--- src/rtl/tester_pkg.sv ---
package tester_pkg;

  typedef enum logic [2:0] {
    ST_IDLE,
    ST_DRIVE,
    ST_RELEASE,
    ST_SAMPLE,
    ST_DONE
  } seq_state_e;

  // Strobes from the sequencer to the datapath
  typedef struct packed {
    logic loadCfg;   // capture stimulus / expected, clear result
    logic driveOn;   // port actively driven
    logic capture;   // compare synchronized reply this cycle
    logic doneOn;    // end-of-test strobe
  } seq_ctl_t;

endpackage

--- src/rtl/port_seq_ctrl.sv ---
module port_seq_ctrl
  import tester_pkg::*;
#(
  parameter int CntW         = 16,
  parameter int SampleCycles = 3
) (
  input  logic            clk,
  input  logic            rstN,
  input  logic            startPulse,
  input  logic [CntW-1:0] respCycles,
  output seq_ctl_t        ctl
);

  localparam int SampW = (SampleCycles > 1) ? $clog2(SampleCycles) : 1;
  localparam logic [SampW-1:0] SampLast = SampW'(SampleCycles - 1);

  seq_state_e      state, stateNext;
  logic [CntW-1:0] driveCnt;
  logic [SampW-1:0] sampCnt;

  always_comb begin
    stateNext = state;
    unique case (state)
      ST_IDLE:    if (startPulse) stateNext = ST_DRIVE;
      ST_DRIVE:   if (driveCnt <= CntW'(1)) stateNext = ST_RELEASE;
      ST_RELEASE: stateNext = ST_SAMPLE;
      ST_SAMPLE:  if (sampCnt == '0) stateNext = ST_DONE;
      ST_DONE:    stateNext = ST_IDLE;
      default:    stateNext = ST_IDLE;
    endcase
  end

  always_ff @(posedge clk) begin
    if (!rstN) begin
      state    <= ST_IDLE;
      driveCnt <= '0;
      sampCnt  <= '0;
    end else begin
      state <= stateNext;
      if (state == ST_IDLE && startPulse) driveCnt <= respCycles;
      else if (state == ST_DRIVE)         driveCnt <= driveCnt - CntW'(1);
      if (state == ST_RELEASE)            sampCnt  <= SampLast;
      else if (state == ST_SAMPLE)        sampCnt  <= sampCnt - SampW'(1);
    end
  end

  always_comb begin
    ctl.loadCfg = (state == ST_IDLE) && startPulse;
    ctl.driveOn = (state == ST_DRIVE);
    ctl.capture = (state == ST_SAMPLE) && (sampCnt == '0);
    ctl.doneOn  = (state == ST_DONE);
  end

  // done state lasts one cycle and returns to idle
  p_done_pulse_r6: assert property (@(posedge clk) disable iff (!rstN)
    state == ST_DONE |=> state == ST_IDLE);

  // a turnaround cycle always directly follows the drive phase
  p_turnaround_r4: assert property (@(posedge clk) disable iff (!rstN)
    state == ST_DRIVE && stateNext != ST_DRIVE |=> state == ST_RELEASE);

  // a busy sequencer never re-enters drive from another state
  p_busy_ignore_r7: assert property (@(posedge clk) disable iff (!rstN)
    (state != ST_IDLE && state != ST_DRIVE) |=> state != ST_DRIVE);

endmodule

--- src/rtl/port_seq_data.sv ---
module port_seq_data
  import tester_pkg::*;
#(
  parameter int PortW      = 8,
  parameter int SyncStages = 2
) (
  input  logic             clk,
  input  logic             rstN,
  input  seq_ctl_t         ctl,
  input  logic [PortW-1:0] stimByte,
  input  logic [PortW-1:0] expectByte,
  input  logic [PortW-1:0] portIn,
  output logic [PortW-1:0] portOut,
  output logic [PortW-1:0] portOe,
  output logic             testDone,
  output logic             patternMatch
);

  logic [PortW-1:0] stimReg, expReg;
  logic [PortW-1:0] syncChain [SyncStages];
  logic             matchReg;

  for (genvar s = 0; s < SyncStages; s++) begin : g_sync
    always_ff @(posedge clk) begin
      if (!rstN) syncChain[s] <= '0;
      else if (s == 0) syncChain[s] <= portIn;
      else syncChain[s] <= syncChain[(s == 0) ? 0 : s-1];
    end
  end

  always_ff @(posedge clk) begin
    if (!rstN) begin
      stimReg  <= '0;
      expReg   <= '0;
      matchReg <= 1'b0;
    end else if (ctl.loadCfg) begin
      stimReg  <= stimByte;
      expReg   <= expectByte;
      matchReg <= 1'b0;
    end else if (ctl.capture) begin
      matchReg <= (syncChain[SyncStages-1] == expReg);
    end
  end

  assign portOe       = {PortW{ctl.driveOn}};
  assign portOut      = ctl.driveOn ? stimReg : '0;
  assign testDone     = ctl.doneOn;
  assign patternMatch = matchReg;

  // result holds between capture and the next start
  p_match_hold_r6: assert property (@(posedge clk) disable iff (!rstN)
    !ctl.capture && !ctl.loadCfg |=> $stable(matchReg));

  // an accepted start clears the result
  p_match_clear_r6: assert property (@(posedge clk) disable iff (!rstN)
    ctl.loadCfg |=> !matchReg);

  // captured configuration only changes at an accepted start
  p_cfg_hold_r8: assert property (@(posedge clk) disable iff (!rstN)
    !ctl.loadCfg |=> $stable(stimReg) && $stable(expReg));

endmodule

--- src/rtl/bidir_port_tester.sv ---
module bidir_port_tester
  import tester_pkg::*;
#(
  parameter int PortW      = 8,
  parameter int CntW       = 16,
  parameter int SyncStages = 2
) (
  input  logic             clk,
  input  logic             rstN,
  input  logic             startPulse,
  input  logic [PortW-1:0] stimByte,
  input  logic [CntW-1:0]  respCycles,
  input  logic [PortW-1:0] expectByte,
  output logic [PortW-1:0] portOut,
  output logic [PortW-1:0] portOe,
  input  logic [PortW-1:0] portIn,
  output logic             testDone,
  output logic             patternMatch
);

  localparam int SampleCycles = SyncStages + 1;

  seq_ctl_t ctl;

  port_seq_ctrl #(.CntW(CntW), .SampleCycles(SampleCycles)) ctrl_i (
    .clk        (clk),
    .rstN       (rstN),
    .startPulse (startPulse),
    .respCycles (respCycles),
    .ctl        (ctl)
  );

  port_seq_data #(.PortW(PortW), .SyncStages(SyncStages)) data_i (
    .clk          (clk),
    .rstN         (rstN),
    .ctl          (ctl),
    .stimByte     (stimByte),
    .expectByte   (expectByte),
    .portIn       (portIn),
    .portOut      (portOut),
    .portOe       (portOe),
    .testDone     (testDone),
    .patternMatch (patternMatch)
  );

  // enables switch as a group
  p_oe_group_r4: assert property (@(posedge clk) disable iff (!rstN)
    $fell(portOe[0]) |-> portOe == '0 && portOut == '0);

endmodule

--- config.mk ---
export PLATFORM = sky130hd
export DESIGN_NAME = bidir_port_tester
export DESIGN_NICKNAME = d
export VERILOG_FILES = /design/src/rtl/tester_pkg.sv /design/src/rtl/port_seq_ctrl.sv /design/src/rtl/port_seq_data.sv /design/src/rtl/bidir_port_tester.sv
export SDC_FILE = /design/constraint.sdc
export NUM_CORES = 1
export LEC_CHECK = 0
export CAP_MARGIN = 25
export CORE_ASPECT_RATIO = 2
export CORE_MARGIN = 8
export CORE_UTILIZATION = 53
export DETAILED_ROUTE_END_ITERATION = 8
export GPL_TIMING_DRIVEN = 0
export PLACE_DENSITY = 0.82
export SLEW_MARGIN = 40
export SYNTH_ARGS = -nofsm -noshare
export SYNTH_HDL_FRONTEND = slang
export SYNTH_SLANG_ARGS = --single-unit
--- constraint.sdc ---
create_clock -name clk -period 5.79 [get_ports clk]
set_clock_uncertainty 0.05 [all_clocks]
set_input_delay 1.158 -clock clk [delete_from_list [all_inputs] [get_ports clk]]
set_output_delay 1.158 -clock clk [all_outputs]
set_load 0.05 [all_outputs]
==> run_results.csv <==
group,metric,value,unit
floorplan,core_area,4554,um2
critical_path,crit_start,"ctrl_i.state[0]",
sta,max_freq,238.1,MHz
sta,setup_viol,0,
cts,cts_tree,"yes",
synthesis,synthFlopType,"dfxtp_1",
sta,fin_setup_tns,0,ns
synthesis,synth_common_cells,"54 x dfxtp_1, 39 x nand2_1, 25 x and2_1, 17 x a21oi_1",
synthesis,ys_ff_latch,54,
floorplan,io_pins,61,
global_route,antenna_found_initial,0,
synthesis,synthDistinctLibCells,41,
critical_path,worstPathRequired,4.58,ns
hold_path,hp-start,"data_i.syncChain[0][4]",
sta,rsz0062_at_grt,"false",
sta,fin_crit_sh,0.7254,
pwr,powerDensity,264.8,nW/um2
pwr,ir_drop,0.2470,mV
floorplan,dieArea,7200,um2
critical_path,crit_slowest_cell,"clkdlybuf4s50_1",
global_route,grt_usage,0.1717,
cts,cts_setup_buffers,0,
synthesis,yosysMostFrequentCell,"dfxtp_1",
synthesis,yosysTopAreaCell,"dfxtp_1",
place,gp_congestion,0.8062,
synthesis,synth.avg_cell_area,8.528,um2
critical_path,crit_type,"flip-flop to output port",
pwr,p_leak,0.001193,uW
detailed_routing,antenna_left,0,
critical_path,crit_top_cell,"clkbuf_1",
floorplan,num_rows,35,
critical_path,critPathMaxStageDelay,0.84,ns
global_route,grt_pass1_wl,10010,um
layout,fillers,388,
layout,drive_gt1_frac,0.06461,
cts,root_buffer,"clkbuf_8",
layout,syn_to_final_growth,31.13,%
detailed_routing,drt-pass1-iter-count,4,
layout,diodes,0,
synthesis,synth_cells,288,
detailed_routing,avgRoutedWirePerCell,15.00,um
sta,hold_viol,0,
cts,clock_path_buffers,2,
sta,slew_violations,0,
critical_path,start_kind,"flip-flop",
critical_path,timing.rr.start,"ctrl_i.state[2]",
layout,nets,401,
critical_path,end_kind,"output port",
place,port_buffers,60,
critical_path,critPathMaxFanout,17,
synthesis,ys_seq_area_frac,0.4401,
floorplan,die-width,64.14,um
detailed_routing,drt_iter0_markers,125,
floorplan,start_util,0.5393,
detailed_routing,num_vias,2211,
status,status,"complete, no violations",
cts,ctsHtreeMaxLevel,2,
job,cap_viol_max_count,0,
critical_path,cp_cell_sequence,"or3b_1, clkbuf_1, inv_1, clkbuf_1, and2_1, clkdlybuf4s50_1",
cts,cts.sinks,54,
synthesis,netlist.area_leader.share,0.4401,
sta,tightest_slew,0.7881,ns
sta,slew_headroom,0.4674,
global_route,grt_max_degree,18,
detailed_routing,drcViolationCount,0,
detailed_routing,viasPerCell,5.380,
detailed_routing,wirelength,6165,um
synthesis,synth_nets,334,
cts,insertion_delay,0.31,ns
floorplan,die-height,112.3,um
global_route,grt_pass1_vias,2227,
hold_path,hp-class,"flip-flop to flip-flop",
cts,cts_resized,0,
synthesis,yosysWarnings,0,
cts,clk_pin_slew,0.09,ns
synthesis,yosys-top-cells-area,"dfxtp_1 44%, and2_1 6.4%, nand2_1 6.0%",
place,dp_hpwl,4829,um
synthesis,syn_area,2456,um2
global_route,grt_overflow,0,
pwr,power.total,852.9,uW
cts,numCtsBuffers,5,
cts,cts_hold_buf,0,
critical_path,arrival,2.99,ns
sta,min_period,4.200,ns
synthesis,async_reset_ff_frac,0,
synthesis,synth_edf_count,0,
critical path: cells and delay by family, from the launching register on:
family	cells	cell delay [ns]
flip-flops	1	0.43
buffers and inverters	4	1.68
AND/OR/NAND/NOR	2	0.58
layout by cell type (no fill, tap or decap), drive strengths merged, types with 6 or more instances in the layout:
cell type / instances
nor2: 16
a21oi: 18
clkdlybuf4s50: 60
nor3b: 6
clkbuf: 23
o21ai: 13
buf: 10
dfxtp: 54
nand2: 39
inv: 7
and2: 25
nor3: 7
xnor2: 10
or4: 6
a21boi: 8
metrics by stage:
step	cell area (um2)	cells	setup WS [ns]	hold WS, ns	utilization
floorplan	2456	288	2.785	0.3619	-
global placement	3126	403	1.949	0.3647	0.6863
detailed placement	3126	403	1.908	0.3690	0.6863
CTS	3221	411	1.566	0.3915	0.7071
global route	3221	411	1.407	0.3985	0.7071
finish	3221	411	1.590	0.3884	0.7071
final timing paths:
kind	to	slack, ns	depth (start not counted)
setup reg to reg	data_i.expReg[6]	3.62	6
hold reg to reg	data_i.syncChain[1][4]	0.39	1
setup / recovery	portOut[6]	1.59	6
hold / removal	data_i.syncChain[1][4]	0.39	1
sequential cells by signal (all words and copies together) (netlist names):
signal / cells
data_i.stimReg: 8
data_i.patternMatch: 1
ctrl_i.sampCnt: 2
data_i.expReg: 8
ctrl_i.state: 3
data_i.syncChain: 16
ctrl_i.driveCnt: 16
report_power, final:
part / leakage [uW] / switching (uW) / internal (uW)
Clock: 0.0000489 / 119 / 99.0
Combinational: 0.000699 / 114 / 101
Sequential: 0.000445 / 22.0 / 399
Total: 0.00119 / 255 / 598
logic make-up after synthesis:
kind of cell	Yosys count	synth area share
simple gates	128	0.2827
flops	54	0.4401
buf+inv	32	0.06215
xor+xnor	14	0.04992
mux	1	0.004584
fa+ha+maj	3	0.01528
compound gates	56	0.1452
metal layers:
metal  global-route usage  vias up  wire, um
met2               0.3311       42      3528
met5                    0        -         0
met1               0.1659     1038      2281
met3              0.03290       14       180
met4              0.07625        0       174
li1                     -     1117         -
layout make-up:
class | instances | area (um2) | area share
clock buffer | 7 | 86.33 | 0.02681
sequential | 54 | 1081 | 0.3357
multi-input combinational | 202 | 1222 | 0.3796
inverter | 6 | 22.52 | 0.006993
clock inverter | 1 | 8.758 | 0.002720
tap | 55 | 68.82 | 0.02137
buffer | 26 | 130.1 | 0.04040
timing repair buffer | 60 | 600.6 | 0.1865
No activity file was read; power rests on OpenSTA's default activity.
